## config.mk

```make
export PLATFORM = sky130hd
export DESIGN_NAME = flash_seq_top
export DESIGN_NICKNAME = d
export VERILOG_FILES = /design/src/rtl/flash_seq_pkg.sv /design/src/rtl/flash_chunk_plan.sv /design/src/rtl/flash_byte_pack.sv /design/src/rtl/flash_retry_timer.sv /design/src/rtl/flash_seq_top.sv
export SDC_FILE = /design/constraint.sdc
export NUM_CORES = 1
export LEC_CHECK = 0
export ABC_AREA = 1
export BUFFER_PORTS_ARGS = -buffer_cell sky130_fd_sc_hd__buf_2
export CORE_MARGIN = 4
export CORE_UTILIZATION = 55
export CTS_BUF_LIST = sky130_fd_sc_hd__clkbuf_8
export CTS_CLUSTER_SIZE = 16
export DETAILED_ROUTE_END_ITERATION = 16
export GPL_TIMING_DRIVEN = 0
export HOLD_SLACK_MARGIN = 0.1
export PLACE_DENSITY = 0.89
export SYNTH_ARGS = -nofsm -noshare
export SYNTH_HDL_FRONTEND = slang
export SYNTH_SLANG_ARGS = --single-unit
```

## constraint.sdc

```tcl
create_clock -name clk_i -period 9.3 [get_ports clk_i]
set_input_delay 0.465 -clock clk_i [delete_from_list [all_inputs] [get_ports clk_i]]
set_output_delay 0.465 -clock clk_i [all_outputs]
set_load 0.01 [all_outputs]
```

## src/rtl/flash_seq_pkg.sv

```systemverilog
package flash_seq_pkg;
  typedef enum logic [3:0] {
    S_IDLE, S_WREN, S_WRSR, S_WAIT, S_FILL, S_PROG,
    S_BGET, S_BSEND, S_POLL, S_ADV, S_ERASE, S_FINISH
  } seq_state_e;

  localparam logic [7:0] OP_WREN  = 8'h06;
  localparam logic [7:0] OP_RDSR  = 8'h05;
  localparam logic [7:0] OP_PROG  = 8'h02;
  localparam logic [7:0] OP_ERASE = 8'hD8;

  localparam logic [1:0] ST_READY = 2'b10;
endpackage

```

## src/rtl/flash_chunk_plan.sv

```systemverilog
module flash_chunk_plan #(
  parameter int LEN_W      = 16,
  parameter int PAGE_BYTES = 256,
  parameter int WORD_BYTES = 4,
  localparam int PAGE_W    = $clog2(PAGE_BYTES),
  localparam int CHUNK_W   = PAGE_W + 1,
  localparam int FIRST_W   = $clog2(WORD_BYTES) + 1
) (
  input  logic [PAGE_W-1:0]  offset_lo_i,
  input  logic [LEN_W-1:0]   remain_i,
  input  logic               page_mode_i,
  output logic [CHUNK_W-1:0] chunk_o,
  output logic [FIRST_W-1:0] first_o,
  output logic [CHUNK_W-1:0] tail_o
);
  localparam int WW = ((LEN_W > CHUNK_W) ? LEN_W : CHUNK_W) + 1;

  logic [WW-1:0] cap_w, rem_w, room_w, lim_w, ch_w, first_w;

  always_comb begin
    cap_w   = page_mode_i ? WW'(PAGE_BYTES) : WW'(WORD_BYTES);
    rem_w   = WW'(remain_i);
    room_w  = WW'(PAGE_BYTES) - WW'(offset_lo_i);
    lim_w   = (rem_w < cap_w) ? rem_w : cap_w;
    ch_w    = (lim_w < room_w) ? lim_w : room_w;
    first_w = (ch_w < WW'(WORD_BYTES)) ? ch_w : WW'(WORD_BYTES);
  end

  assign chunk_o = CHUNK_W'(ch_w);
  assign first_o = FIRST_W'(first_w);
  assign tail_o  = CHUNK_W'(ch_w - first_w);
endmodule

```

## src/rtl/flash_byte_pack.sv

```systemverilog
module flash_byte_pack #(
  parameter int WORD_BYTES = 4,
  localparam int FIRST_W   = $clog2(WORD_BYTES) + 1,
  localparam int WORD_W    = 8 * WORD_BYTES
) (
  input  logic               clk_i,
  input  logic               rst_ni,
  input  logic               clear_i,
  input  logic               take_i,
  input  logic [7:0]         byte_i,
  output logic [WORD_W-1:0]  word_o,
  output logic [FIRST_W-1:0] count_o
);
  always_ff @(posedge clk_i or negedge rst_ni) begin
    if (!rst_ni) begin
      word_o  <= '0;
      count_o <= '0;
    end else if (clear_i) begin
      word_o  <= '0;
      count_o <= '0;
    end else if (take_i) begin
      for (int b = 0; b < WORD_BYTES; b++) begin
        if (count_o == FIRST_W'(b)) word_o[8*b +: 8] <= byte_i;
      end
      count_o <= count_o + 1'b1;
    end
  end

  p_pack_bound_r6: assert property (@(posedge clk_i) disable iff (!rst_ni)
    take_i |-> (count_o < FIRST_W'(WORD_BYTES)));
endmodule

```

## src/rtl/flash_retry_timer.sv

```systemverilog
module flash_retry_timer #(
  parameter int DELAY = 800,
  localparam int CNT_W = $clog2(DELAY + 1)
) (
  input  logic clk_i,
  input  logic rst_ni,
  input  logic load_i,
  input  logic en_i,
  output logic expired_o
);
  logic [CNT_W-1:0] cnt_q;

  always_ff @(posedge clk_i or negedge rst_ni) begin
    if (!rst_ni)                    cnt_q <= '0;
    else if (load_i)                cnt_q <= CNT_W'(DELAY - 1);
    else if (en_i && cnt_q != '0)   cnt_q <= cnt_q - 1'b1;
  end

  assign expired_o = (cnt_q == '0);

  p_wait_starts_r2: assert property (@(posedge clk_i) disable iff (!rst_ni)
    load_i |=> !expired_o);
endmodule

```

## src/rtl/flash_seq_top.sv

```systemverilog
module flash_seq_top
  import flash_seq_pkg::*;
#(
  parameter int OFFS_W      = 24,
  parameter int LEN_W       = 16,
  parameter int PAGE_BYTES  = 256,
  parameter int WORD_BYTES  = 4,
  parameter int CLKS_PER_US = 40,
  parameter int RETRY_US    = 20,
  localparam int PAGE_W     = $clog2(PAGE_BYTES),
  localparam int CHUNK_W    = PAGE_W + 1,
  localparam int FIRST_W    = $clog2(WORD_BYTES) + 1,
  localparam int WORD_W     = 8 * WORD_BYTES,
  localparam int OPW_W      = OFFS_W + 8,
  localparam int HDR_BYTES  = OFFS_W / 8 + 1,
  localparam int TX_W       = $clog2(WORD_BYTES + HDR_BYTES + 2),
  localparam int DELAY      = CLKS_PER_US * RETRY_US
) (
  input  logic              clk_i,
  input  logic              rst_ni,
  input  logic              start_i,
  input  logic              erase_i,
  input  logic              page_mode_i,
  input  logic [OFFS_W-1:0] offset_i,
  input  logic [LEN_W-1:0]  length_i,
  input  logic              byte_valid_i,
  input  logic [7:0]        byte_i,
  output logic              byte_ready_o,
  output logic              cmd_req_o,
  output logic [OPW_W-1:0]  cmd_opcode_o,
  output logic [WORD_W-1:0] cmd_wdata_o,
  output logic [TX_W-1:0]   cmd_tx_len_o,
  output logic [2:0]        cmd_rx_len_o,
  output logic              cmd_cs_hold_o,
  input  logic              cmd_done_i,
  input  logic [1:0]        cmd_status_i,
  output logic              busy_o,
  output logic              done_o
);
  localparam int SUM_W = CHUNK_W + 1;

  seq_state_e state_q;
  logic              waiting_q;
  logic [OFFS_W-1:0] offset_q;
  logic [LEN_W-1:0]  remain_q;
  logic              page_q, erase_q;
  logic [CHUNK_W-1:0] chunk_q, tail_q;
  logic [FIRST_W-1:0] first_q;
  logic [7:0]        byte_q;

  logic [CHUNK_W-1:0] plan_chunk, plan_tail;
  logic [FIRST_W-1:0] plan_first;
  logic [WORD_W-1:0]  pack_word;
  logic [FIRST_W-1:0] pack_cnt;
  logic got, status_ok, pack_clear, pack_take, timer_load, timer_exp, is_cmd;

  assign got       = cmd_done_i && waiting_q;
  assign status_ok = (cmd_status_i == ST_READY);

  flash_chunk_plan #(
    .LEN_W(LEN_W), .PAGE_BYTES(PAGE_BYTES), .WORD_BYTES(WORD_BYTES)
  ) u_plan (
    .offset_lo_i (offset_q[PAGE_W-1:0]),
    .remain_i    (remain_q),
    .page_mode_i (page_q),
    .chunk_o     (plan_chunk),
    .first_o     (plan_first),
    .tail_o      (plan_tail)
  );

  assign pack_clear = (state_q == S_WRSR) && got;
  assign pack_take  = (state_q == S_FILL) && byte_valid_i && (pack_cnt < first_q);

  flash_byte_pack #(.WORD_BYTES(WORD_BYTES)) u_pack (
    .clk_i   (clk_i),
    .rst_ni  (rst_ni),
    .clear_i (pack_clear),
    .take_i  (pack_take),
    .byte_i  (byte_i),
    .word_o  (pack_word),
    .count_o (pack_cnt)
  );

  assign timer_load = (state_q == S_WRSR) && got && !status_ok;

  flash_retry_timer #(.DELAY(DELAY)) u_timer (
    .clk_i     (clk_i),
    .rst_ni    (rst_ni),
    .load_i    (timer_load),
    .en_i      (state_q == S_WAIT),
    .expired_o (timer_exp)
  );

  always_ff @(posedge clk_i or negedge rst_ni) begin
    if (!rst_ni) begin
      state_q   <= S_IDLE;
      waiting_q <= 1'b0;
      offset_q  <= '0;
      remain_q  <= '0;
      page_q    <= 1'b0;
      erase_q   <= 1'b0;
      chunk_q   <= '0;
      first_q   <= '0;
      tail_q    <= '0;
      byte_q    <= '0;
    end else begin
      if (cmd_req_o)       waiting_q <= 1'b1;
      else if (cmd_done_i) waiting_q <= 1'b0;

      unique case (state_q)
        S_IDLE: if (start_i) begin
          offset_q <= offset_i;
          remain_q <= length_i;
          page_q   <= page_mode_i;
          erase_q  <= erase_i;
          state_q  <= (erase_i || length_i != '0) ? S_WREN : S_FINISH;
        end
        S_WREN: if (got) state_q <= S_WRSR;
        S_WRSR: if (got) begin
          if (!status_ok)   state_q <= S_WAIT;
          else if (erase_q) state_q <= S_ERASE;
          else begin
            chunk_q <= plan_chunk;
            first_q <= plan_first;
            tail_q  <= plan_tail;
            state_q <= S_FILL;
          end
        end
        S_WAIT: if (timer_exp) state_q <= S_WREN;
        S_FILL: if (pack_cnt == first_q) begin
          // word mode: an erased-state word needs no programming
          if (!page_q && first_q == FIRST_W'(WORD_BYTES) && (&pack_word)) state_q <= S_ADV;
          else                                                            state_q <= S_PROG;
        end
        S_PROG: if (got) state_q <= (tail_q != '0) ? S_BGET : S_POLL;
        S_BGET: if (byte_valid_i) begin
          byte_q  <= byte_i;
          state_q <= S_BSEND;
        end
        S_BSEND: if (got) begin
          tail_q  <= tail_q - 1'b1;
          state_q <= (tail_q == CHUNK_W'(1)) ? S_POLL : S_BGET;
        end
        S_POLL: if (got && !cmd_status_i[0]) state_q <= erase_q ? S_FINISH : S_ADV;
        S_ADV: begin
          offset_q <= offset_q + OFFS_W'(chunk_q);
          remain_q <= remain_q - LEN_W'(chunk_q);
          state_q  <= (remain_q == LEN_W'(chunk_q)) ? S_FINISH : S_WREN;
        end
        S_ERASE:  if (got) state_q <= S_POLL;
        S_FINISH: state_q <= S_IDLE;
        default:  state_q <= S_IDLE;
      endcase
    end
  end

  always_comb begin
    is_cmd        = 1'b0;
    cmd_opcode_o  = '0;
    cmd_wdata_o   = '0;
    cmd_tx_len_o  = TX_W'(1);
    cmd_rx_len_o  = 3'd0;
    cmd_cs_hold_o = 1'b0;
    unique case (state_q)
      S_WREN: begin
        is_cmd       = 1'b1;
        cmd_opcode_o = OPW_W'(OP_WREN);
      end
      S_WRSR, S_POLL: begin
        is_cmd       = 1'b1;
        cmd_opcode_o = OPW_W'(OP_RDSR);
        cmd_rx_len_o = 3'd1;
      end
      S_PROG: begin
        is_cmd        = 1'b1;
        cmd_opcode_o  = {offset_q, OP_PROG};
        cmd_wdata_o   = pack_word;
        cmd_tx_len_o  = TX_W'(first_q) + TX_W'(HDR_BYTES);
        cmd_cs_hold_o = page_q;
      end
      S_BGET: cmd_cs_hold_o = page_q;
      S_BSEND: begin
        is_cmd        = 1'b1;
        cmd_opcode_o  = OPW_W'(byte_q);
        cmd_cs_hold_o = page_q;
      end
      S_ERASE: begin
        is_cmd       = 1'b1;
        cmd_opcode_o = {offset_q, OP_ERASE};
        cmd_tx_len_o = TX_W'(HDR_BYTES);
      end
      default: ;
    endcase
  end

  assign cmd_req_o    = is_cmd && !waiting_q;
  assign byte_ready_o = (state_q == S_BGET) || ((state_q == S_FILL) && (pack_cnt < first_q));
  assign busy_o       = (state_q != S_IDLE);
  assign done_o       = (state_q == S_FINISH);

  p_req_pulse_r11: assert property (@(posedge clk_i) disable iff (!rst_ni)
    cmd_req_o |=> !cmd_req_o);
  p_idle_quiet_r10: assert property (@(posedge clk_i) disable iff (!rst_ni)
    !busy_o |-> (!cmd_req_o && !byte_ready_o));
  p_done_pulse_r10: assert property (@(posedge clk_i) disable iff (!rst_ni)
    done_o |=> (!done_o && !busy_o));
  p_page_fit_r4: assert property (@(posedge clk_i) disable iff (!rst_ni)
    (cmd_req_o && state_q == S_PROG) |->
      (SUM_W'(offset_q[PAGE_W-1:0]) + SUM_W'(chunk_q)) <= SUM_W'(PAGE_BYTES));
  p_word_cap_r3: assert property (@(posedge clk_i) disable iff (!rst_ni)
    (cmd_req_o && state_q == S_PROG && !page_q) |-> (chunk_q <= CHUNK_W'(WORD_BYTES)));
  p_fill_after_wel_r1: assert property (@(posedge clk_i) disable iff (!rst_ni)
    (state_q == S_FILL && $past(state_q) == S_WRSR) |-> ($past(cmd_status_i) == ST_READY));
  p_adv_after_idle_r8: assert property (@(posedge clk_i) disable iff (!rst_ni)
    (state_q == S_ADV && $past(state_q) == S_POLL) |-> !$past(cmd_status_i[0]));
endmodule

```

==> report_table.html, run 1 <==
<table>
<tr><th>Metric</th><th>Value</th></tr>
<tr><th colspan="2">Critical path</th></tr>
<tr><td>Reg-to-reg slack, setup</td><td>5.12 ns</td></tr>
<tr><td>Sort of element at the start of the critical path</td><td>flop</td></tr>
<tr><td>Count of buffering cells on the critical path with inverters included</td><td>4</td></tr>
<tr><td>CP endpoint kind</td><td>flop</td></tr>
<tr><td>Cell type of the slowest stage on the worst timing path</td><td>dfrtp_1</td></tr>
<tr><td>Cell class contributing the biggest share of worst-path delay</td><td>simple AND/OR/NAND/NOR gates</td></tr>
<tr><td>Delay of the slowest cell on the worst path</td><td>~0.40 ns</td></tr>
<tr><td>Most Frequent Cell on Critical Path</td><td>nand2_4</td></tr>
<tr><td>WP data arrival</td><td>4.57 ns</td></tr>
<tr><td>Required time reported for the critical path endpoint</td><td>about 9.7 ns</td></tr>
<tr><td>Largest fanout of any net on the critical path</td><td>10</td></tr>
<tr><td>Crit Path Category</td><td>flop to flop</td></tr>
<tr><th colspan="2">Final layout</th></tr>
<tr><td>Area added between synthesis and finish</td><td>16.3%</td></tr>
<tr><td>Number of antenna cells inserted</td><td>0</td></tr>
<tr><td>Proportion of layout cells with a drive suffix above 1</td><td>16.3%</td></tr>
<tr><td>Most used cells in the layout excluding fill and tap cells</td><td>nand2_1, inv_1, nor2_1, buf_2, dfrtp_1</td></tr>
<tr><td>Leading cell type in the layout, fill and taps excluded</td><td>nand2_1</td></tr>
<tr><td>Design area</td><td>9600 µm²</td></tr>
<tr><td>Post-route core utilization</td><td>65.6%</td></tr>
<tr><td>Net count of the finished layout</td><td>1389</td></tr>
<tr><th colspan="2">Power and ir drop</th></tr>
<tr><td>Maximum VDD drop</td><td>147 µV</td></tr>
<tr><td>Leakage power of the design</td><td>5.00 nW</td></tr>
<tr><td>Power per cell area</td><td>between 300 and 400 nW/µm²</td></tr>
<tr><th colspan="2">Global route</th></tr>
<tr><td>Busiest metal layer after global routing</td><td>met2</td></tr>
<tr><td>Initial antenna violation count</td><td>1</td></tr>
<tr><td>Via count of the first global-routing pass</td><td>8078</td></tr>
<tr><td>Largest net degree at the start of global routing</td><td>between 80 and 90</td></tr>
<tr><td>Met3 GRT Util</td><td>5.41%</td></tr>
<tr><td>Met2 track utilization from global routing</td><td>between 40% and 50%</td></tr>
<tr><td>Total grt overflow</td><td>0</td></tr>
<tr><td>Wire length of the first global-routing pass</td><td>between 30000 and 40000 µm</td></tr>
<tr><td>Global Route Usage Sum</td><td>about 28%</td></tr>
<tr><td>GRT met1 Usage</td><td>37.8%</td></tr>
<tr><th colspan="2">Clocking</th></tr>
<tr><td>Number of sinks handled by clock tree synthesis</td><td>121</td></tr>
<tr><td>Clock-pin slew on the worst setup and hold paths</td><td>0.09 ns</td></tr>
<tr><td>Root buffer selected by CTS</td><td>clkbuf_8</td></tr>
<tr><td>Largest buffer count on any clock path</td><td>2</td></tr>
<tr><td>Number of buffers added by the clock tree synthesis step</td><td>17</td></tr>
<tr><td>Clock latency on the worst-skew pair</td><td>0.46 ns</td></tr>
<tr><td>Resize count post-CTS</td><td>0</td></tr>
<tr><td>TritonCTS clock tree</td><td>yes</td></tr>
<tr><td># Post-CTS Setup Buffers</td><td>0</td></tr>
<tr><td>Number of H-tree levels</td><td>4</td></tr>
<tr><td>Number of hold buffers added after cts</td><td>1</td></tr>
<tr><th colspan="2">STA</th></tr>
<tr><td>Worst max-slew margin expressed relative to the limit</td><td>40.1%</td></tr>
<tr><td>Slack of the critical path</td><td>5.12 ns</td></tr>
<tr><td>Final setup violation count</td><td>0</td></tr>
<tr><td>Slew at the pin closest to its max-slew limit</td><td>0.895 ns</td></tr>
<tr><td>Fin Setup TNS</td><td>0 ns</td></tr>
<tr><td>Final hold violation count</td><td>0</td></tr>
<tr><td>Post-route fraction of the period consumed by the critical path</td><td>44.9%</td></tr>
<tr><td>Clock Skew</td><td>0.0113 ns</td></tr>
<tr><td>Highest clock frequency the design can meet</td><td>239 MHz</td></tr>
<tr><td>Setup repair after global routing missed its margin</td><td>false</td></tr>
<tr><td>Worst slack on hold paths</td><td>around 0.22 ns</td></tr>
<tr><td>Max-slew violations</td><td>0</td></tr>
<tr><td>Post-layout minimum cycle time</td><td>between 4 and 5 ns</td></tr>
<tr><th colspan="2">Floorplanning</th></tr>
<tr><td>Std-Cell Rows</td><td>44</td></tr>
<tr><td>Full die area</td><td>17000 µm²</td></tr>
<tr><td>Core region area</td><td>14600 µm²</td></tr>
<tr><td>Count of pins on the block boundary</td><td>133</td></tr>
<tr><td>Die extent in x</td><td>131 µm</td></tr>
<tr><td>Vertical die dimension</td><td>131 µm</td></tr>
<tr><td>Initial standard-cell utilization of the core</td><td>56.4%</td></tr>
<tr><th colspan="2">Yosys</th></tr>
<tr><td>Number of enable-type register cells in the synthesized netlist</td><td>0</td></tr>
<tr><td>Number of distinct library cell variants in the gate-level netlist after synthesis</td><td>51</td></tr>
<tr><td>Mapped cell area</td><td>a little over 8000 µm²</td></tr>
<tr><td>Synth async-reset ratio</td><td>100%</td></tr>
<tr><td>Number of instances in the synthesized netlist</td><td>roughly 1100</td></tr>
<tr><td>Syn. warnings</td><td>0</td></tr>
<tr><td>Main synth FF type</td><td>dfrtp_1</td></tr>
<tr><td>Part of the Yosys area used for sequential elements</td><td>36.7%</td></tr>
<tr><td>Flip-flop and latch count after synthesis</td><td>121</td></tr>
<tr><td>Mean cell area of the mapped netlist</td><td>between 7 and 8 µm²</td></tr>
<tr><th colspan="2">Place</th></tr>
<tr><td>Post-Place Setup Slack</td><td>5.27 ns</td></tr>
<tr><td>Hpwl dp</td><td>between 15000 and 20000 µm</td></tr>
<tr><td>Last weighted congestion value of the routability-driven placer</td><td>0.949</td></tr>
<tr><td>Area post-placement</td><td>9180 µm²</td></tr>
<tr><td>Count of buffers inserted at the top-level ports</td><td>130</td></tr>
<tr><th colspan="2">Detailed routing</th></tr>
<tr><td>Wire length per cell after detailed routing</td><td>around 16 µm</td></tr>
<tr><td>Remaining antenna violation count</td><td>0</td></tr>
<tr><td>Final routed wirelength across all metal layers</td><td>23900 µm</td></tr>
<tr><td>Vias post-DR</td><td>around 8500</td></tr>
<tr><td>Drt pass-1 iters</td><td>6</td></tr>
<tr><td>Remaining design rule violation count</td><td>0</td></tr>
<tr><td>Via-per-instance ratio</td><td>5.69</td></tr>
<tr><td>Initial drt markers</td><td>863</td></tr>
<tr><th colspan="2">Status</th></tr>
<tr><td>Status</td><td>finished, final reports clean</td></tr>
<tr><th colspan="2">Job</th></tr>
<tr><td># Max-Cap Violations</td><td>0</td></tr>
<tr><th colspan="2">Min path</th></tr>
<tr><td>Min-Delay Path Class</td><td>input pin to flop</td></tr>
</table>
-- worst reg2reg max path: stages, from the launching register on --
cell and delay (ns):
dfrtp_1 0.40, inv_1 0.11, ha_1 0.23, nand3b_2 0.21, nor2_2 0.19, nand2_1 0.17, o21ai_1 0.27, inv_1 0.08
ha_1 0.31, nand2_1 0.15, o21ai_0 0.17, a21oi_4 0.26, nand2_4 0.10, buf_12 0.15, o21ai_2 0.21, nor2_4 0.09
nand2_4 0.14, nand2_4 0.08, ha_1 0.21, inv_1 0.11, nand2_4 0.06, nand2_4 0.09, nand3_1 0.08, nand2_1 0.07
nand3_1 0.08, a21oi_2 0.12
-- cell usage after synthesis, types with 3 or more instances --
cell type  number  area share [%]
nor3_1         13            0.79
o221ai_1       12             1.3
xnor2_1         5            0.53
inv_1         186             8.5
mux2_2          8             1.1
o21ai_1        10            0.61
a21oi_1        49             3.0
ha_1           40             6.1
nor2_4          3            0.41
o21ai_0       113             6.8
nand3_1        48             2.9
a221oi_1        3            0.32
xor2_1         17             1.8
dfrtp_1       121              37
nand2_2        10            0.76
a31oi_1         6            0.45
clkbuf_1       26             1.2
o22ai_1        12            0.91
nand2_1       213             9.7
nand4_1        20             1.5
nor2_1        148             6.7
nor2_2          3            0.23
nand2_4        12             1.6
o211ai_1       13             1.2
nor4_1         13            0.98
-- cells by family (layout without fill, tap and decap cells) --
| group | after synthesis | in the layout | synth area share [%] |
|---|---|---|---|
| multiplexers | 8 | 8 | 1.09 |
| flip-flops | 121 | 121 | 36.7 |
| buffers and inverters | 217 | 381 | 10.2 |
| XOR/XNOR | 22 | 22 | 2.33 |
| other | 2 | 3 | 0.0909 |
| adder cells (fa/ha/maj) | 42 | 42 | 6.55 |
| AO/OA/AOI/OAI | 234 | 234 | 16.3 |
| AND/OR/NAND/NOR | 492 | 492 | 26.7 |
-- where the power goes --
group	switching [W]	internal [W]	leakage [nW]
clock	0.000261	0.000250	0.206
sequential	0.000214	0.000773	1.47
combinational	0.00119	0.000649	3.32
total	0.00167	0.00167	5.00
-- area by class of cell --
| type | instances | area [µm²] |
|---|---|---|
| clock buffer | 17 | 234 |
| inverter | 186 | 698 |
| timing repair buffer | 132 | 694 |
| sequential | 121 | 3030 |
| tap | 184 | 230 |
| multi-input combinational | 801 | 4390 |
| clock inverter | 15 | 181 |
| buffer | 31 | 148 |
| fill | 1245 | 5040 |
-- flip-flops by register name, summed over array words and instances (netlist names) --
signal	flops
u_pack.word_o	32
offset_q	24
remain_q	16
u_timer.cnt_q	10
chunk_q	9
tail_q	9
byte_q	8
state_q	4
first_q	3
u_pack.count_o	3
erase_q	1
page_q	1
waiting_q	1
-- through the flow --
stage	power (W)	instances
after floorplan	0.00231	1139
after global placement	0.00272	1453
after detailed placement	0.00278	1454
after CTS	0.00331	1487
after global routing	0.00361	1487
final	0.00334	1487
-- final timing paths --
path,start,to,cells past startpoint
max reg2reg,page_q,tail_q[8],25
min,offset_i[8],offset_q[8],3
max in group asynchronous,rst_ni,byte_q[1],3
min reg2reg,u_timer.cnt_q[9],u_timer.cnt_q[9],1
max,page_q,tail_q[8],25
min in group asynchronous,rst_ni,offset_q[12],2
-- routing by layer --
metal | share of wire, % | vias up
li1 | - | 4027
met1 | 42 | 3945
met2 | 48 | 403
met3 | 6.8 | 79
met4 | 3.8 | 2
met5 | 0.029 | -
(Power assumes the default switching activity.)
==> run 2, diff against run 1 <==
- clock period: 9.3 -> 4.1 ns (I/O delays scaled with it)
==> run 2 against run 1 <==
Cell count up 3.6%. Global-route usage grew 2.3 points. Die area unchanged. Clock power rose by 130%. Power up 130%. Sequential share of layout area down 1.6 points. Flip-flop and latch count stayed put. Clock skew grew 0.0060 ns. Non-clock buffer count rose by 52. Register-to-register slack lost 4.9 ns. First-iteration DRC count increased by 30%. Cell area increased by 5.6%. Critical endpoint unchanged.
==> report_table.html, run 2 (synthesis gave the netlist of run 1 again) <==
<table>
<tr><th>Metric</th><th>Value</th></tr>
<tr><th colspan="2">Status</th></tr>
<tr><td>Status</td><td>finished, final reports clean</td></tr>
<tr><th colspan="2">Final layout</th></tr>
<tr><td>Post-route core utilization</td><td>about 70%</td></tr>
<tr><td>Number of cells in the finished layout apart from fillers</td><td>around 1500</td></tr>
<tr><td>Largest registers in the final layout</td><td>u_pack.word_o (32), offset_q (24), remain_q (16)</td></tr>
<tr><td>Max FFs per register</td><td>32</td></tr>
<tr><td>Net count of the finished layout</td><td>1441</td></tr>
<tr><td>Leading cell type in the layout, fill and taps excluded</td><td>nand2_1</td></tr>
<tr><td>Area added between synthesis and finish</td><td>22.7%</td></tr>
<tr><td>Proportion of layout cells with a drive suffix above 1</td><td>approximately 17%</td></tr>
<tr><td>Largest register by flop count</td><td>u_pack.word_o</td></tr>
<tr><td>Most used cells in the layout excluding fill and tap cells</td><td>nand2_1, inv_1, nor2_1, buf_2, dfrtp_1</td></tr>
<tr><th colspan="2">Power and ir drop</th></tr>
<tr><td>PnR Total Power</td><td>0.00779 W</td></tr>
<tr><td>Logic gate share of total power</td><td>between 50% and 60%</td></tr>
<tr><td>Leakage power of the design</td><td>5.22 nW</td></tr>
<tr><td>Sequential power share</td><td>between 20 and 30%</td></tr>
<tr><td>Power share of the clock group</td><td>15.1%</td></tr>
<tr><td>Design internal power</td><td>0.00388 W</td></tr>
<tr><td>Power per cell area</td><td>approximately 770 nW/µm²</td></tr>
<tr><td>Switching Fraction</td><td>between 50 and 60%</td></tr>
<tr><td>Maximum VDD drop</td><td>347 µV</td></tr>
<tr><td>Power spent charging and discharging nets</td><td>0.00391 W</td></tr>
<tr><th colspan="2">Critical path</th></tr>
<tr><td>CP endpoint kind</td><td>flop</td></tr>
<tr><td>Required time reported for the critical path endpoint</td><td>4.49 ns</td></tr>
<tr><td>Crit Path Category</td><td>flop to flop</td></tr>
<tr><td>FF-to-FF Start</td><td>page_q</td></tr>
<tr><td>Worst Reg-to-Reg Cells</td><td>25</td></tr>
<tr><td>Largest fanout of any net on the critical path</td><td>10</td></tr>
<tr><td>Sort of element at the start of the critical path</td><td>flop</td></tr>
<tr><td>WP data arrival</td><td>~4.3 ns</td></tr>
<tr><td>Reg-to-reg slack, setup</td><td>0.23 ns</td></tr>
<tr><td>FF-to-FF End</td><td>tail_q[8]</td></tr>
<tr><th colspan="2">Global route</th></tr>
<tr><td>Total grt overflow</td><td>0</td></tr>
<tr><td>Via count of the first global-routing pass</td><td>~8600</td></tr>
<tr><td>Initial antenna violation count</td><td>1</td></tr>
<tr><td>Largest net degree at the start of global routing</td><td>85</td></tr>
<tr><td>Wire length of the first global-routing pass</td><td>41400 µm</td></tr>
<tr><td>Global Route Usage Sum</td><td>30.8%</td></tr>
<tr><th colspan="2">STA</th></tr>
<tr><td>Slack of the critical path</td><td>0.230 ns</td></tr>
<tr><td>Post-route fraction of the period consumed by the critical path</td><td>94.4%</td></tr>
<tr><td>Max-slew violations</td><td>0</td></tr>
<tr><td>Post-layout minimum cycle time</td><td>3.87 ns</td></tr>
<tr><td>Clock Skew</td><td>0.0173 ns</td></tr>
<tr><td>Slew at the pin closest to its max-slew limit</td><td>0.879 ns</td></tr>
<tr><td>Worst max-slew margin expressed relative to the limit</td><td>41.2%</td></tr>
<tr><td>Final hold violation count</td><td>0</td></tr>
<tr><td>Final setup violation count</td><td>0</td></tr>
<tr><td>Highest clock frequency the design can meet</td><td>258 MHz</td></tr>
<tr><th colspan="2">Floorplanning</th></tr>
<tr><td>Std-Cell Rows</td><td>44</td></tr>
<tr><td>Vertical die dimension</td><td>131 µm</td></tr>
<tr><td>Initial standard-cell utilization of the core</td><td>56.4%</td></tr>
<tr><td>Full die area</td><td>between 15000 and 20000 µm²</td></tr>
<tr><td>Core region area</td><td>14600 µm²</td></tr>
<tr><td>Count of pins on the block boundary</td><td>133</td></tr>
<tr><td>Die extent in x</td><td>approximately 130 µm</td></tr>
<tr><th colspan="2">Clocking</th></tr>
<tr><td>Number of buffers added by the clock tree synthesis step</td><td>17</td></tr>
<tr><td>Number of sinks handled by clock tree synthesis</td><td>121</td></tr>
<tr><td>Clock latency on the worst-skew pair</td><td>0.46 ns</td></tr>
<tr><td>Number of H-tree levels</td><td>4</td></tr>
<tr><td>TritonCTS clock tree</td><td>yes</td></tr>
<tr><td>Clock-pin slew on the worst setup and hold paths</td><td>approximately 0.090 ns</td></tr>
<tr><td>Largest buffer count on any clock path</td><td>2</td></tr>
<tr><td>Root buffer selected by CTS</td><td>clkbuf_8</td></tr>
<tr><th colspan="2">Place</th></tr>
<tr><td>Number of cells in the design after placement</td><td>1454</td></tr>
<tr><td>Count of buffers inserted at the top-level ports</td><td>130</td></tr>
<tr><td>Last weighted congestion value of the routability-driven placer</td><td>~0.95</td></tr>
<tr><td>Post-Place Setup Slack</td><td>about 0.067 ns</td></tr>
<tr><td>Hpwl dp</td><td>18000 µm</td></tr>
<tr><th colspan="2">Min path</th></tr>
<tr><td>Cell count of the worst hold path</td><td>3</td></tr>
<tr><td>Hold endpoint</td><td>remain_q[5]</td></tr>
<tr><td>Hold path start</td><td>length_i[5]</td></tr>
<tr><td>Min-Delay Path Class</td><td>input pin to flop</td></tr>
<tr><th colspan="2">Detailed routing</th></tr>
<tr><td>Wire length per cell after detailed routing</td><td>16.9 µm</td></tr>
<tr><td>Remaining antenna violation count</td><td>0</td></tr>
<tr><td>Remaining design rule violation count</td><td>0</td></tr>
<tr><td>Via-per-instance ratio</td><td>5.81</td></tr>
<tr><td>Final routed wirelength across all metal layers</td><td>26100 µm</td></tr>
<tr><td>Initial drt markers</td><td>1126</td></tr>
<tr><td>Drt pass-1 iters</td><td>8</td></tr>
<tr><td>Vias post-DR</td><td>8952</td></tr>
<tr><th colspan="2">Job</th></tr>
<tr><td># Max-Cap Violations</td><td>0</td></tr>
</table>
## run 2: cell types whose count changed in the layout (fill, tap and decap cells not counted), moves of 2 or more
cell,before,now
inv_2,0,3
buf_4,2,10
dfrtp_1,121,119
dlygate4sd3_1,1,45
o21ai_0,113,111
inv_1,186,183
nand2_1,213,211
dfrtp_2,0,2
## run 2: worst max-delay path by stage
stage / start / to / slack, ns / cells past startpoint
floorplan: remain_q[8] / tail_q[4] / 0.64 / 24
CTS: page_q / tail_q[8] / 0.04 / 26
finish: page_q / tail_q[8] / 0.23 / 25
global route: page_q / tail_q[4] / -0.03 / 24
global placement: page_q / tail_q[4] / 0.11 / 24
detailed placement: page_q / tail_q[8] / 0.07 / 25
## run 2: metal layers
layer / up-vias / share of wire (%) / track usage, %
li1: 4131 / - / -
met1: 4081 / 39 / 38.8
met2: 586 / 46 / 48.9
met3: 154 / 8.2 / 5.98
met4: 0 / 6.5 / 18.9
met5: - / 0 / 0
## run 2: timing repair
action,CTS,global route
pin swaps,1,4
gates resized for setup,2,12
hold buffers,45,0
hold endpoints to repair,165,0
setup endpoints to repair,3,5
gates cloned,0,0
buffers inserted,1,7
## run 2: layout make-up
type	instances	area, µm²
Antenna cell	1	2.50
Clock inverter	15	181
Tap cell	184	230
Multi-Input combinational cell	801	4420
Inverter	186	698
Fill cell	1116	4510
Clock buffer	17	234
Timing Repair Buffer	184	1190
Sequential cell	121	3030
Buffer	31	148
## run 2: worst max-delay path, cell delays in order, from the launching register on
cell and delay (ns):
dfrtp_1 0.40, inv_2 0.08, ha_2 0.19, nand3b_2 0.22, nor2_4 0.18, nand2_4 0.10, nand2_2 0.09, o21a_1 0.16
inv_1 0.05, ha_1 0.29, nand2_1 0.09, nor4_4 0.32, nand2_4 0.11, nand2_4 0.10, buf_12 0.14, nor2_1 0.04
a21oi_1 0.30, nand2_4 0.11, ha_1 0.21, inv_1 0.11, nand2_4 0.06, nand2_4 0.08, nand3_1 0.08, nand2_1 0.07
nand3_1 0.08, a21oi_2 0.13
## run 2: power by group through the flow
stage / Clock (W) / Sequential (W) / Combinational (W)
after global placement: 0 / 0.00221 / 0.00395
after detailed placement: 0 / 0.00223 / 0.00407
after global routing: 0.00121 / 0.00231 / 0.00486
after floorplan: 0 / 0.00209 / 0.00314
final: 0.00118 / 0.00226 / 0.00436
after CTS: 0.00116 / 0.00222 / 0.00417
## run 2: per-stage QoR
step | hold WS (ns) | instance area (µm²) | TNS [ns]
6_report | 0.112 | 10100 | 0
5_1_grt | 0.107 | 10100 | -0.0451
4_1_cts | 0.101 | 10100 | 0
3_5_place_dp | 0.141 | 9180 | 0
3_3_place_gp | 0.419 | 9140 | 0
2_1_floorplan | -0.0906 | 8260 | 0
